===== src/rtl/xm_pkg.sv =====
package xm_pkg;
  typedef enum logic {ST_IDLE, ST_XFER} xm_state_e;

  localparam int WIN_W = 3;
  localparam logic [WIN_W-1:0] OFS_CTRL = 3'd0;
  localparam logic [WIN_W-1:0] OFS_HLO  = 3'd1;
  localparam logic [WIN_W-1:0] OFS_HHI  = 3'd2;
  localparam logic [WIN_W-1:0] OFS_XLO  = 3'd3;
  localparam logic [WIN_W-1:0] OFS_XMID = 3'd4;
  localparam logic [WIN_W-1:0] OFS_XHI  = 3'd5;
  localparam logic [WIN_W-1:0] OFS_CNT  = 3'd6;

  localparam int CB_GO   = 0;
  localparam int CB_DIR  = 1;
  localparam int CB_INC  = 2;
  localparam int CB_CODE = 3;
endpackage


===== src/rtl/xm_regs.sv =====
module xm_regs
  import xm_pkg::*;
#(
  parameter int HA_W   = 16,
  parameter int XA_W   = 19,
  parameter int CODE_W = 3,
  parameter int CNT_W  = 8
) (
  input  logic              clk,
  input  logic              rst_n,
  input  logic              cfg_sel,
  input  logic              cfg_we,
  input  logic [WIN_W-1:0]  cfg_addr,
  input  logic [7:0]        cfg_wdata,
  output logic [7:0]        cfg_rdata,
  input  logic              busy,
  input  logic              step,
  input  logic [CNT_W-1:0]  cnt,
  output logic              dir,
  output logic              inc,
  output logic [CODE_W-1:0] code,
  output logic [HA_W-1:0]   haddr,
  output logic [XA_W-1:0]   xaddr,
  output logic              start,
  output logic [CODE_W-1:0] start_code
);
  localparam int XHI_W = XA_W - 16;

  logic              wr;
  logic              dir_q, dir_d, inc_q, inc_d;
  logic [CODE_W-1:0] code_q, code_d;
  logic [HA_W-1:0]   haddr_q, haddr_d;
  logic [XA_W-1:0]   xaddr_q, xaddr_d;

  assign wr         = cfg_sel & cfg_we & ~busy;
  assign start      = wr && (cfg_addr == OFS_CTRL) && cfg_wdata[CB_GO];
  assign start_code = cfg_wdata[CB_CODE +: CODE_W];

  always_comb begin
    dir_d   = dir_q;
    inc_d   = inc_q;
    code_d  = code_q;
    haddr_d = haddr_q;
    xaddr_d = xaddr_q;
    if (step) begin
      haddr_d = haddr_q + HA_W'(inc_q);
      xaddr_d = xaddr_q + XA_W'(1);
    end else if (wr) begin
      case (cfg_addr)
        OFS_CTRL: begin
          dir_d  = cfg_wdata[CB_DIR];
          inc_d  = cfg_wdata[CB_INC];
          code_d = cfg_wdata[CB_CODE +: CODE_W];
        end
        OFS_HLO:  haddr_d[7:0]       = cfg_wdata;
        OFS_HHI:  haddr_d[HA_W-1:8]  = cfg_wdata[HA_W-9:0];
        OFS_XLO:  xaddr_d[7:0]       = cfg_wdata;
        OFS_XMID: xaddr_d[15:8]      = cfg_wdata;
        OFS_XHI:  xaddr_d[XA_W-1:16] = cfg_wdata[XHI_W-1:0];
        default: ;
      endcase
    end
  end

  always_ff @(posedge clk or negedge rst_n) begin
    if (!rst_n) begin
      dir_q   <= 1'b0;
      inc_q   <= 1'b0;
      code_q  <= '0;
      haddr_q <= '0;
      xaddr_q <= '0;
    end else begin
      dir_q   <= dir_d;
      inc_q   <= inc_d;
      code_q  <= code_d;
      haddr_q <= haddr_d;
      xaddr_q <= xaddr_d;
    end
  end

  always_comb begin
    case (cfg_addr)
      OFS_CTRL: cfg_rdata = 8'({code_q, inc_q, dir_q, busy});
      OFS_HLO:  cfg_rdata = haddr_q[7:0];
      OFS_HHI:  cfg_rdata = 8'(haddr_q[HA_W-1:8]);
      OFS_XLO:  cfg_rdata = xaddr_q[7:0];
      OFS_XMID: cfg_rdata = xaddr_q[15:8];
      OFS_XHI:  cfg_rdata = 8'(xaddr_q[XA_W-1:16]);
      OFS_CNT:  cfg_rdata = 8'(cnt);
      default:  cfg_rdata = 8'h00;
    endcase
  end

  assign dir   = dir_q;
  assign inc   = inc_q;
  assign code  = code_q;
  assign haddr = haddr_q;
  assign xaddr = xaddr_q;

  AST_BUSY_WRITE_DROPPED: assert property (@(posedge clk) disable iff (!rst_n)
    busy && !step && cfg_sel && cfg_we && cfg_addr == OFS_HLO |=> $stable(haddr_q));
  AST_FIXED_HOST: assert property (@(posedge clk) disable iff (!rst_n)
    step && !inc_q |=> haddr_q == $past(haddr_q));
  AST_START_LAUNCH: assert property (@(posedge clk) disable iff (!rst_n)
    start |=> busy);
endmodule


===== src/rtl/xm_seq.sv =====
module xm_seq
  import xm_pkg::*;
#(
  parameter int CODE_W = 3,
  parameter int CNT_W  = 8
) (
  input  logic              clk,
  input  logic              rst_n,
  input  logic              start,
  input  logic [CODE_W-1:0] start_code,
  input  logic [CODE_W-1:0] code,
  input  logic              bus_gnt,
  output logic              busy,
  output logic              strobe,
  output logic [CNT_W-1:0]  cnt
);
  xm_state_e        state_q, state_d;
  logic [CNT_W-1:0] cnt_q, cnt_d;

  assign busy   = (state_q == ST_XFER);
  assign strobe = busy & bus_gnt;
  assign cnt    = cnt_q;

  always_comb begin
    state_d = state_q;
    cnt_d   = cnt_q;
    case (state_q)
      ST_IDLE: begin
        if (start) begin
          state_d = ST_XFER;
          cnt_d   = CNT_W'(1) << start_code;
        end else begin
          cnt_d   = CNT_W'(1) << code;
        end
      end
      ST_XFER: begin
        if (strobe) begin
          if (cnt_q == CNT_W'(1)) begin
            state_d = ST_IDLE;
            cnt_d   = CNT_W'(1) << code;
          end else begin
            cnt_d   = cnt_q - CNT_W'(1);
          end
        end
      end
      default: state_d = ST_IDLE;
    endcase
  end

  always_ff @(posedge clk or negedge rst_n) begin
    if (!rst_n) begin
      state_q <= ST_IDLE;
      cnt_q   <= CNT_W'(1);
    end else begin
      state_q <= state_d;
      cnt_q   <= cnt_d;
    end
  end

  AST_DROP_AFTER_LAST: assert property (@(posedge clk) disable iff (!rst_n)
    $fell(busy) |-> $past(strobe) && $past(cnt_q) == CNT_W'(1));
  AST_COUNT_RESTORED: assert property (@(posedge clk) disable iff (!rst_n)
    $fell(busy) |-> cnt_q == (CNT_W'(1) << code));
  AST_HOLD_WITHOUT_GNT: assert property (@(posedge clk) disable iff (!rst_n)
    busy && !bus_gnt |=> cnt_q == $past(cnt_q));
endmodule


===== src/rtl/xram_mover.sv =====
module xram_mover
  import xm_pkg::*;
#(
  parameter int HA_W   = 16,
  parameter int XA_W   = 19,
  parameter int CODE_W = 3
) (
  input  logic             clk,
  input  logic             rst_n,
  input  logic             cfg_sel,
  input  logic             cfg_we,
  input  logic [2:0]       cfg_addr,
  input  logic [7:0]       cfg_wdata,
  output logic [7:0]       cfg_rdata,
  output logic             bus_req,
  input  logic             bus_gnt,
  output logic [HA_W-1:0]  hst_addr,
  output logic             hst_en,
  output logic             hst_we,
  output logic [7:0]       hst_wdata,
  input  logic [7:0]       hst_rdata,
  output logic [XA_W-1:0]  xr_addr,
  output logic             xr_en,
  output logic             xr_we,
  output logic [7:0]       xr_wdata,
  input  logic [7:0]       xr_rdata
);
  localparam int CNT_W = 1 << CODE_W;

  logic              busy, strobe, start, dir, inc;
  logic [CODE_W-1:0] code, start_code;
  logic [CNT_W-1:0]  cnt;

  xm_regs #(.HA_W(HA_W), .XA_W(XA_W), .CODE_W(CODE_W), .CNT_W(CNT_W)) u_regs (
    .clk(clk), .rst_n(rst_n), .cfg_sel(cfg_sel), .cfg_we(cfg_we),
    .cfg_addr(cfg_addr), .cfg_wdata(cfg_wdata), .cfg_rdata(cfg_rdata),
    .busy(busy), .step(strobe), .cnt(cnt), .dir(dir), .inc(inc), .code(code),
    .haddr(hst_addr), .xaddr(xr_addr), .start(start), .start_code(start_code)
  );

  xm_seq #(.CODE_W(CODE_W), .CNT_W(CNT_W)) u_seq (
    .clk(clk), .rst_n(rst_n), .start(start), .start_code(start_code),
    .code(code), .bus_gnt(bus_gnt), .busy(busy), .strobe(strobe), .cnt(cnt)
  );

  assign bus_req   = busy;
  assign hst_en    = strobe;
  assign xr_en     = strobe;
  assign hst_we    = strobe & dir;
  assign xr_we     = strobe & ~dir;
  assign hst_wdata = xr_rdata;
  assign xr_wdata  = hst_rdata;

  AST_ONE_WRITER: assert property (@(posedge clk) disable iff (!rst_n)
    !(hst_we && xr_we));
  AST_XADDR_STEP: assert property (@(posedge clk) disable iff (!rst_n)
    xr_en |=> xr_addr == $past(xr_addr) + XA_W'(1));
endmodule


===== config.mk =====
export PLATFORM = sky130hd
export DESIGN_NAME = xram_mover
export DESIGN_NICKNAME = d
export VERILOG_FILES = /design/src/rtl/xm_pkg.sv /design/src/rtl/xm_regs.sv /design/src/rtl/xm_seq.sv /design/src/rtl/xram_mover.sv
export SDC_FILE = /design/constraint.sdc
export NUM_CORES = 1
export LEC_CHECK = 0
export ABC_AREA = 1
export BUFFER_PORTS_ARGS = -buffer_cell sky130_fd_sc_hd__buf_2
export CAP_MARGIN = 5
export CORE_ASPECT_RATIO = 1.2
export CORE_MARGIN = 2
export CORE_UTILIZATION = 42
export CTS_CLUSTER_DIAMETER = 80
export DETAILED_ROUTE_END_ITERATION = 6
export PLACE_DENSITY_LB_ADDON = 0.1
export SLEW_MARGIN = 20
export SYNTH_ARGS = -nofsm -noshare
export SYNTH_HDL_FRONTEND = slang
export SYNTH_SLANG_ARGS = --single-unit

===== constraint.sdc =====
create_clock -name clk -period 1.5 [get_ports clk]
set_input_delay 0.45 -clock clk [delete_from_list [all_inputs] [get_ports clk]]
set_output_delay 0.45 -clock clk [all_outputs]
set_load 0.005 [all_outputs]

==> reports/metrics.cfg, run 1 <==
[final_layout]
multi_input_gate_area_um2=2640
nets=776
areaGrowthSynthToFinish_pct=64.5
register_area_um2=1240
num_antenna_cells=0
layout-drive-gt1-share=0.496
most_frequent_standard_cell_in_the_layout_excluding_fill_and_tap_cells=nand2_1
finished_layout_cell_area_um2=6150
mostFrequentLayoutCells=nand2_1, buf_4, buf_6, buf_2, inv_1
layout.filler_cells=747

[sta]
fin_crit_ns=1.90
grt_setup_unrepaired=true
hold_slack_ns=0.104
setup_viol_count_final=46
slew-limit-headroom=0.750
post-route-worst-setup-slack_ns=-0.397
final_min_period_over_clock_period=1.26
final_hold_viol_count=0
final_slew_violations=0
fin_worst_skew_ns=0.0136
worst-slew-pin-transition_ns=0.373
fmaxAchievable_mhz=527

[critical_path]
crit-reg2reg-capture=u_regs.haddr[14]
cp_max_fo=3
critical_path.reg2reg.startpoint=u_regs.inc
worst_ep_arrival_time_ns=1.45
timing.critical_path.required_ns=1.05
worstSetupPathType=register to primary output
setup.reg_to_reg.worst_slack_ns=-0.10
rr_worst_depth=11
worst_setup_path_start_kind=register
worst_setup_path_end_kind=primary output

[floorplan]
placement_rows=37
die-height_um=107
chipWidth_um=90.1
placeableCoreArea_um2=8610
initial_utilization=0.434
floorplan.die_area_um2=9680
ios=96

[routing]
routedWlPerCell_um=17.9
wl_final_um=15400
detail_route.drc_violations=0
drtIter0Drc=273
ant_nets=0
vias_per_cell=5.41
detailroute.via_count=4635
detail_route.first_pass.iterations=5

[power_and_ir_drop]
worst_ir_drop_vdd_uv=991
power_per_cell_area_nw_per_um2=1740
total_power_consumption_mw=10.7
p_leak_nw=2.93

[clock_network]
clk_transition_reported_paths_ns=0.10
worstSkewPairLatency_ns=0.33
cts_tree=yes
ctsHoldBuffers=0
cts-root-buf=clkbuf_8
cts_made_buffers=5
tritoncts_num_sinks=49
cts_max_path_buffers=2
clock_tree.htree_level_count=2

[status]
failed_checks=negative setup slack
run_status=finished with violations

[synthesis]
count_of_yosys_warnings_during_synthesis=0
synthesis.nets=590
post_synth_inst_count=553
synth_sequential_area_ratio=0.328
yosys_register_bits=49
synth.avg_cell_area_um2=6.76
synth.distinct_cells=34
mappedNetlistArea_um2=3740

[global_route]
grt_pass1_vias=4376
grt_overflow=0
grtUsageTotal=0.300
antenna_violations_before_repair=0
grt_max_degree=50
first_pass_grt_wire_length_um=22700

[place]
dp_slack_ns=-0.437
placed_cell_area_um2=4880
dpl.hpwl_um=10800
gpl_wtd_cong=0.951
io_buffer_count=63

[flow_run]
max_cap_viol_count=0

[worst_hold_path]
holdCritPathClass=input pin to asynchronous set/reset pin

repair_timing:
item / in CTS / in global routing
buffers inserted: 19 / 25
endpoints found under the hold margin: 0 / 0
pin swaps: 23 / 54
resized for setup: 90 / 161
setup endpoints to repair: 36 / 61
state kept, by name (all words and copies together), names as in the netlist:
register / cells
u_regs.xaddr: 19
u_regs.haddr: 16
u_regs.inc: 1
u_regs.dir: 1
u_regs.code: 3
u_seq.busy: 1
u_seq.cnt: 8
layout make-up:
cell class,instances,area share
Inverter,78,0.0525
Sequential cell,49,0.201
Tap cell,117,0.0238
Multi-Input combinational cell,400,0.429
Clock buffer,7,0.0140
Timing Repair Buffer,205,0.274
Clock inverter,1,0.00488
how the worst max path moves through the flow:
stage | to | from
4_1_cts | cfg_rdata[0] | u_seq.cnt[0]
5_1_grt | cfg_rdata[1] | u_regs.xaddr[1]
2_1_floorplan | xr_en | bus_gnt
3_3_place_gp | cfg_rdata[6] | cfg_addr[0]
6_report | cfg_rdata[1] | u_regs.xaddr[1]
3_5_place_dp | cfg_rdata[2] | cfg_addr[0]
critical path, cell delays in order, from the launching register on:
cell and delay (ns):
dfrtp_1 0.43, buf_6 0.14, inv_2 0.05, o21ai_1 0.05, nor2_1 0.15, o2111ai_2 0.14, buf_2 0.16
metal layers:
metal / wire, um / track usage / part of all wire
met1: 6150 / 0.372 / 0.40
met2: 7760 / 0.533 / 0.51
met3: 956 / 0.0476 / 0.062
met4: 500 / 0.0978 / 0.033
met5: 0 / 0 / 0
cell families (layout without fill, tap and decap cells):
| family | count (synthesis) | after routing | synth area share |
|---|---|---|---|
| simple gates | 269 | 269 | 0.321 |
| compound gates | 117 | 117 | 0.187 |
| buf+inv | 104 | 291 | 0.126 |
| flops | 49 | 49 | 0.328 |
| xor+xnor | 9 | 9 | 0.0211 |
| fa+ha+maj | 5 | 5 | 0.0167 |
cells in the mapped netlist, drive strengths merged:
cell,n,share of area
a21o,1,0.0020
a21oi,24,0.032
a221oi,1,0.0023
a22oi,2,0.0040
a31oi,3,0.0050
buf,24,0.045
clkbuf,2,0.0020
dfrtp,48,0.32
dfstp,1,0.0070
ha,5,0.017
inv,78,0.078
nand2,140,0.15
nand3,54,0.078
nand4,9,0.015
nor2,54,0.066
nor3,11,0.015
o2111ai,2,0.0047
o211ai,17,0.034
o21a,1,0.0020
o21ai,42,0.056
o21bai,3,0.0060
o221ai,5,0.012
o22ai,16,0.027
or2,1,0.0017
xnor2,1,0.0023
xor2,8,0.019
where the power goes:
part	internal (mW)	leakage [nW]	switching, mW
logic	3.43	2.27	3.60
clock network	0.546	0.0585	0.518
registers	1.92	0.593	0.689
through the flow:
stage,setup TNS [ns],cells,utilization
3_3_place_gp,-6.41,811,0.566
2_1_floorplan,-0.0156,553,-
4_1_cts,-3.61,838,0.630
6_report,-4.91,857,0.714
3_5_place_dp,-7.44,811,0.566
5_1_grt,-8.08,857,0.714
(Power assumes the default switching activity.)
==> run 2, diff against run 1 <==
--- a/config.mk
+++ b/config.mk
@@ -8,9 +8,11 @@
 export ABC_AREA = 1
 export BUFFER_PORTS_ARGS = -buffer_cell sky130_fd_sc_hd__buf_2
 export CAP_MARGIN = 5
+export CELL_PAD_IN_SITES_DETAIL_PLACEMENT = 0
+export CELL_PAD_IN_SITES_GLOBAL_PLACEMENT = 1
 export CORE_ASPECT_RATIO = 1.2
 export CORE_MARGIN = 2
-export CORE_UTILIZATION = 42
+export CORE_UTILIZATION = 34
 export CTS_CLUSTER_DIAMETER = 80
 export DETAILED_ROUTE_END_ITERATION = 6
 export PLACE_DENSITY_LB_ADDON = 0.1
==> run 2 against run 1 <==
Compared with the run above:
- the flow still finishes with violations (negative setup slack)
- non-clock buffer count rose by 15
- highest routed layer unchanged
- flip-flop and latch count did not move
- die area up 23%
- clock power is 25% higher
- wire length increased by 1.2%
- sequential power decreased by 2%
- largest power group unchanged
- via count rose by 1.8%
- register-to-register slack got worse by 0.08 ns
- design area rose by 4.1%
- count of clock-buffer cells in the layout is 2 lower
- global-route usage is 5.0 points lower
- maximum frequency up 4.2%
==> reports/metrics.cfg, run 2 (synthesis results as in run 1) <==
[power_and_ir_drop]
power_frac_comb=0.643  ; -0.014
total_power_consumption_mw=10.9  ; +2.2%
netSwitchingFraction=0.442  ; -0.00675
pwr-share-seq=0.235  ; -0.009
p_leak_nw=3.05  ; +4.2%
worst_ir_drop_vdd_uv=949  ; -4.3%
power_frac_clock=0.121  ; +0.022
power_per_cell_area_nw_per_um2=1710  ; -1.8%
intPower_mw=6.10  ; +3.5%
power_switching_mw=4.84  ; +0.67%

[global_route]
grt_overflow=0  ; unchanged
grt_pass1_vias=4310  ; -1.5%
first_pass_grt_wire_length_um=22900  ; +0.94%
antenna_violations_before_repair=0  ; unchanged
grt_max_degree=50  ; unchanged
grtUsageTotal=0.250  ; -0.0496

[routing]
drtIter0Drc=342  ; +25%
detail_route.drc_violations=0  ; unchanged
detail_route.first_pass.iterations=5  ; unchanged
wl_final_um=15600  ; +1.2%
vias_per_cell=5.34  ; -1.3%
ant_nets=0  ; unchanged
detailroute.via_count=4720  ; +1.8%
routedWlPerCell_um=17.6  ; -1.8%

[floorplan]
placeableCoreArea_um2=10600  ; +23%
placement_rows=41  ; +11%
die-height_um=119  ; +11%
chipWidth_um=99.7  ; +11%
floorplan.die_area_um2=11900  ; +23%
initial_utilization=0.352  ; -0.0821
ios=96  ; unchanged

[final_layout]
layout-drive-gt1-share=0.513  ; +0.0166
mostFrequentLayoutCells=buf_4, nand2_1, buf_2, inv_1
nets=792  ; +2.1%
largest_register_ff_count=19  ; unchanged
num_antenna_cells=0  ; unchanged
areaGrowthSynthToFinish_pct=71.3
most_frequent_standard_cell_in_the_layout_excluding_fill_and_tap_cells=buf_4

[clock_network]
worstSkewPairLatency_ns=0.30  ; -0.03 ns
ctsHoldBuffers=0  ; unchanged
cts-root-buf=clkbuf_16
tritoncts_num_sinks=49  ; unchanged
cts_made_buffers=5  ; unchanged
clock_tree.htree_level_count=2  ; unchanged
cts_tree=yes
clk_transition_reported_paths_ns=0.07  ; -0.03 ns
cts_max_path_buffers=2  ; unchanged

[place]
gpl_wtd_cong=0.927  ; -2.6%
dpl.hpwl_um=11400  ; +6.2%
io_buffer_count=63  ; unchanged

[status]
run_status=finished with violations
failed_checks=negative setup slack

[critical_path]
setup.reg_to_reg.worst_slack_ns=-0.18  ; -0.08 ns
worst_ep_arrival_time_ns=1.37  ; -0.08 ns
rr_worst_depth=11  ; unchanged
worst_setup_path_end_kind=primary output
crit-reg2reg-capture=u_regs.haddr[0]
longest_individual_stage_delay_on_the_worst_path_ns=0.54  ; +0.11 ns
crit_buf_inv=2  ; -1
crit_family=flip-flops
worst_path_max_delay_cell=dfstp_2
worstSetupPathType=register to primary output
critical_path.reg2reg.startpoint=u_seq.busy
cp_max_fo=2  ; -1
worst_setup_path_start_kind=register
crit_path_cell_trace=inv_2 -> o22ai_4 -> a21oi_2 -> o211ai_1 -> buf_2
timing.critical_path.required_ns=1.05  ; about the same

[worst_hold_path]
holdCritPathClass=input pin to asynchronous set/reset pin

[sta]
grt_setup_unrepaired=true
final_min_period_over_clock_period=1.21  ; -0.0510
post-route-worst-setup-slack_ns=-0.320  ; +0.0764 ns
setup_viol_count_final=53  ; +15%
hold_slack_ns=0.130  ; +0.0258 ns
fmaxAchievable_mhz=549  ; +4.2%
fin_worst_skew_ns=0.00525  ; -0.00831 ns
final_slew_violations=0  ; unchanged
worst-slew-pin-transition_ns=0.394  ; +0.0218 ns
fin_crit_ns=1.82  ; -0.0764 ns
slew-limit-headroom=0.735  ; -0.0147
final_hold_viol_count=0  ; unchanged
fin_setup_tns_ns=-7.12  ; -2.22 ns

[flow_run]
max_cap_viol_count=0  ; unchanged

-- run 2: cell count changes in the layout (fill, tap and decap cells not counted), moves of 3 or more --
cell       previous run  this run
buf_4                97       113
o21ai_2               6        10
buf_8                 1         5
buf_6                51        40
nand2_2              23        18
buf_2                50        56
clkbuf_8              6         0
o21ai_0              16        12
clkbuf_16             0         5
nand2_1             106       109
nor2_4               18        22
-- run 2: area by class of cell --
class | instances | area (um^2)
Clock buffer | 5 | 125
Clock inverter | 2 | 35.0
Fill cell | 976 | 4210
Inverter | 78 | 338
Multi-Input combinational cell | 401 | 2740
Sequential cell | 49 | 1240
Tap cell | 129 | 161
Timing Repair Buffer | 220 | 1770
-- run 2: power by group through the flow --
| stage | sequential, mW | clock, mW | combinational (mW) |
|---|---|---|---|
| finish | 2.57 | 1.33 | 7.04 |
| global placement | 2.51 | 0 | 5.13 |
| floorplan | 2.60 | 0 | 2.33 |
| detailed placement | 2.53 | 0 | 5.18 |
| CTS | 2.54 | 1.36 | 5.68 |
| global route | 2.63 | 1.40 | 7.59 |
-- run 2: metal layers --
metal / GRT usage / vias to the layer above / routed length, um
met5: 0 / - / 0
met4: 0.0873 / 0 / 594
met3: 0.0475 / 39 / 863
met2: 0.435 / 149 / 7860
met1: 0.307 / 2280 / 6230
li1: - / 2252 / -
-- run 2: per-stage QoR --
stage,setup slack [ns],std cells,cell area (um^2),util
2_1_floorplan,-0.0156,553,3780,-
3_3_place_gp,-0.407,830,4960,0.467
3_5_place_dp,-0.435,830,4960,0.467
4_1_cts,-0.333,845,5470,0.515
5_1_grt,-0.371,884,6410,0.603
6_report,-0.320,884,6410,0.603
-- run 2: how the worst max path moves through the flow --
stage                    start      endpoint  depth (start not counted)
5_1_grt           u_seq.cnt[0]  cfg_rdata[0]                          5
3_3_place_gp       cfg_addr[0]  cfg_rdata[6]                          9
2_1_floorplan          bus_gnt         xr_en                          5
6_report          u_seq.cnt[0]  cfg_rdata[0]                          5
3_5_place_dp       cfg_addr[0]  cfg_rdata[6]                          9
4_1_cts        u_regs.xaddr[7]  cfg_rdata[7]                          5
-- run 2: what timing repair did --
action,CTS,global route
resized for setup,91,177
setup buffers,8,41
setup endpoints to repair,32,55
pin swaps,25,66
gates cloned,0,1
==> run 3, diff against run 2 <==
--- a/config.mk
+++ b/config.mk
@@ -19,4 +19,5 @@
 export SLEW_MARGIN = 20
 export SYNTH_ARGS = -nofsm -noshare
 export SYNTH_HDL_FRONTEND = slang
+export SYNTH_HIERARCHICAL = 1
 export SYNTH_SLANG_ARGS = --single-unit
==> run 3 against run 2 <==
Compared with the run above:
- the run still ends with negative setup slack left
- via count rose by 0.53%
- die area rose by 4.7%
- critical path depth rose by 2
==> reports/metrics.cfg, run 3 <==
[sta]
fin_worst_skew_ns=0.00624  ; +0.000985 ns
hold_slack_ns=0.132  ; +0.00156 ns
final_min_period_over_clock_period=1.21  ; -0.00594
fin_setup_tns_ns=-4.08  ; +3.05 ns
post-route-worst-setup-slack_ns=-0.312  ; +0.00891 ns
grt_setup_unrepaired=true
fin_crit_ns=1.81  ; -0.00891 ns
fmaxAchievable_mhz=552  ; +0.49%
final_hold_viol_count=0  ; unchanged
final_slew_violations=0  ; unchanged
slew-limit-headroom=0.799  ; +0.0643
setup_viol_count_final=35  ; -34%
worst-slew-pin-transition_ns=0.301  ; -0.0934 ns

[routing]
detail_route.drc_violations=0  ; unchanged
detail_route.first_pass.iterations=5  ; unchanged
wl_final_um=15700  ; +0.91%
vias_per_cell=5.14  ; -3.7%
ant_nets=0  ; unchanged
drtIter0Drc=337  ; -1.5%
routedWlPerCell_um=17.0  ; -3.4%
detailroute.via_count=4745  ; +0.53%

[synthesis]
synthesis.nets=625  ; +5.9%
async_reset_ff_frac=1.00  ; unchanged
yosys-top-cells-count=nand2_1, inv_1, nor2_1, nand3_1, dfrtp_1
number_of_flops_mapped_to_enable_cells_by_yosys=0  ; unchanged
post-synth-top-area-cell=dfrtp_1
yosys.cell_count.top_type=nand2_1
synth_sequential_area_ratio=0.313  ; -0.0153
postSynth.topFlopCell=dfrtp_1
synth.avg_cell_area_um2=6.67  ; -1.4%
yosys.area.top_type_share=0.306  ; -0.0150
count_of_yosys_warnings_during_synthesis=6  ; +6
synth.area.top_cells=dfrtp_1, nand2_1, inv_1
yosys_register_bits=49  ; unchanged
mappedNetlistArea_um2=3920  ; +4.9%
post_synth_inst_count=588  ; +6.3%
synth.distinct_cells=43  ; +26%

[critical_path]
crit_buf_inv=3  ; +1
worst_path_max_delay_cell=nand2_1
cp_max_fo=6  ; +4
worst_setup_path_start_kind=input pin
worst_ep_arrival_time_ns=1.36  ; about the same
worst_setup_path_end_kind=primary output
crit_path_cell_trace=buf_12 -> nor2_4 -> nand2_1 -> inv_2 -> nand2_1 -> nand4_1 -> buf_2
longest_individual_stage_delay_on_the_worst_path_ns=0.15  ; -0.39 ns
timing.critical_path.required_ns=1.05  ; about the same
cpMostUsedCell=nand2_1
crit_family=simple AND/OR/NAND/NOR gates
worstSetupPathType=input pin to primary output
setup.reg_to_reg.worst_slack_ns=-0.09  ; +0.09 ns

[status]
run_status=finished with violations
failed_checks=negative setup slack

[clock_network]
cts-root-buf=clkbuf_16
clock_tree.htree_level_count=2  ; unchanged
worstSkewPairLatency_ns=0.30  ; about the same
ctsHoldBuffers=0  ; unchanged
cts_max_path_buffers=2  ; unchanged
clk_transition_reported_paths_ns=0.07  ; about the same
cts_tree=yes
tritoncts_num_sinks=49  ; unchanged
cts_made_buffers=5  ; unchanged

[worst_hold_path]
holdCritPathClass=input pin to asynchronous set/reset pin

[floorplan]
placeableCoreArea_um2=11100  ; +4.9%
initial_utilization=0.352  ; about the same
placement_rows=42  ; +2.4%
floorplan.die_area_um2=12400  ; +4.7%
ios=96  ; unchanged
die-height_um=122  ; +2.3%
chipWidth_um=102  ; +2.3%

[final_layout]
num_antenna_cells=0  ; unchanged
finalNonFillerCells=923  ; +4.4%
largest_register_ff_count=19  ; unchanged
most_frequent_standard_cell_in_the_layout_excluding_fill_and_tap_cells=nand2_1
nets=805  ; +1.6%
layout-drive-gt1-share=0.502  ; -0.0106
areaGrowthSynthToFinish_pct=61.9
mostFrequentLayoutCells=nand2_1, buf_4, inv_1, buf_2, nor2_1

[place]
gpl_wtd_cong=0.890  ; -4.0%
dpl.hpwl_um=11600  ; +1.7%
place_inst=883  ; +6.4%
io_buffer_count=63  ; unchanged
dp_slack_ns=-0.455  ; -0.0209 ns

[flow_run]
max_cap_viol_count=0  ; unchanged

[power_and_ir_drop]
p_leak_nw=3.07  ; +0.67%
worst_ir_drop_vdd_uv=804  ; -15%
power_per_cell_area_nw_per_um2=1740  ; +2.1%

[global_route]
grt_max_degree=50  ; unchanged
antenna_violations_before_repair=0  ; unchanged
grt_pass1_vias=4492  ; +4.2%
grtUsageTotal=0.255  ; +0.00434
first_pass_grt_wire_length_um=24100  ; +5.3%
grt_overflow=0  ; unchanged

## run 3: power breakdown
part           total, mW  internal, mW  switching (mW)
sequential          2.60          1.95           0.656
clock               1.17         0.614           0.551
combinational       7.30          3.35            3.96
total               11.1          5.91            5.16
## run 3: final cells by class
cell class	instances	area [um^2]
clock inverter	3	17.5
timing repair buffer	197	1600
tap	154	193
sequential	49	1240
fill	1118	4790
timing repair inverter	1	16.3
clock buffer	5	125
multi-input combinational	424	2780
inverter	90	379
## run 3: path summary, 6_finish.rpt
kind | startpoint | end | depth (start not counted)
min reg2reg | u_regs/xaddr[11] | u_regs/xaddr[11] | 4
max in group asynchronous | rst_n | u_seq/cnt[0] | 2
max reg2reg | u_seq/busy | u_regs/haddr[1] | 10
min in group clk | cfg_wdata[5] | u_regs/code[2] | 2
max | cfg_addr[1] | cfg_rdata[1] | 7
min | rst_n | u_regs/haddr[6] | 2
## run 3: cell families after synthesis
family	Yosys count	synth area share
DFF	49	0.313
adders and majority gates	5	0.0159
AOI/OAI and AO/OA	110	0.171
buffers and inverters	117	0.136
and+or+nand+nor	303	0.354
xor gates and xnor gates	3	0.00670
muxes	1	0.00287
## run 3: timing repair
item,in CTS,in global routing
buffers inserted,17,14
endpoints found under the setup margin,53,65
gates cloned,4,0
pin swaps,26,35
resized for setup,134,121
## run 3: routing by layer
layer,GRT usage,share of wire,up-vias,routed length (um)
li1,-,-,2281,-
met1,0.340,0.43,2303,6820
met2,0.431,0.50,136,7790
met3,0.0327,0.047,25,736
met4,0.0700,0.022,0,341
met5,0,0,-,0
## run 3: metrics by stage
stage | area, um^2 | utilization | power (mW)
floorplan | 3940 | - | 5.35
global placement | 5080 | 0.456 | 8.11
detailed placement | 5080 | 0.456 | 8.15
CTS | 5850 | 0.525 | 10.2
global route | 6350 | 0.570 | 11.9
finish | 6350 | 0.570 | 11.1
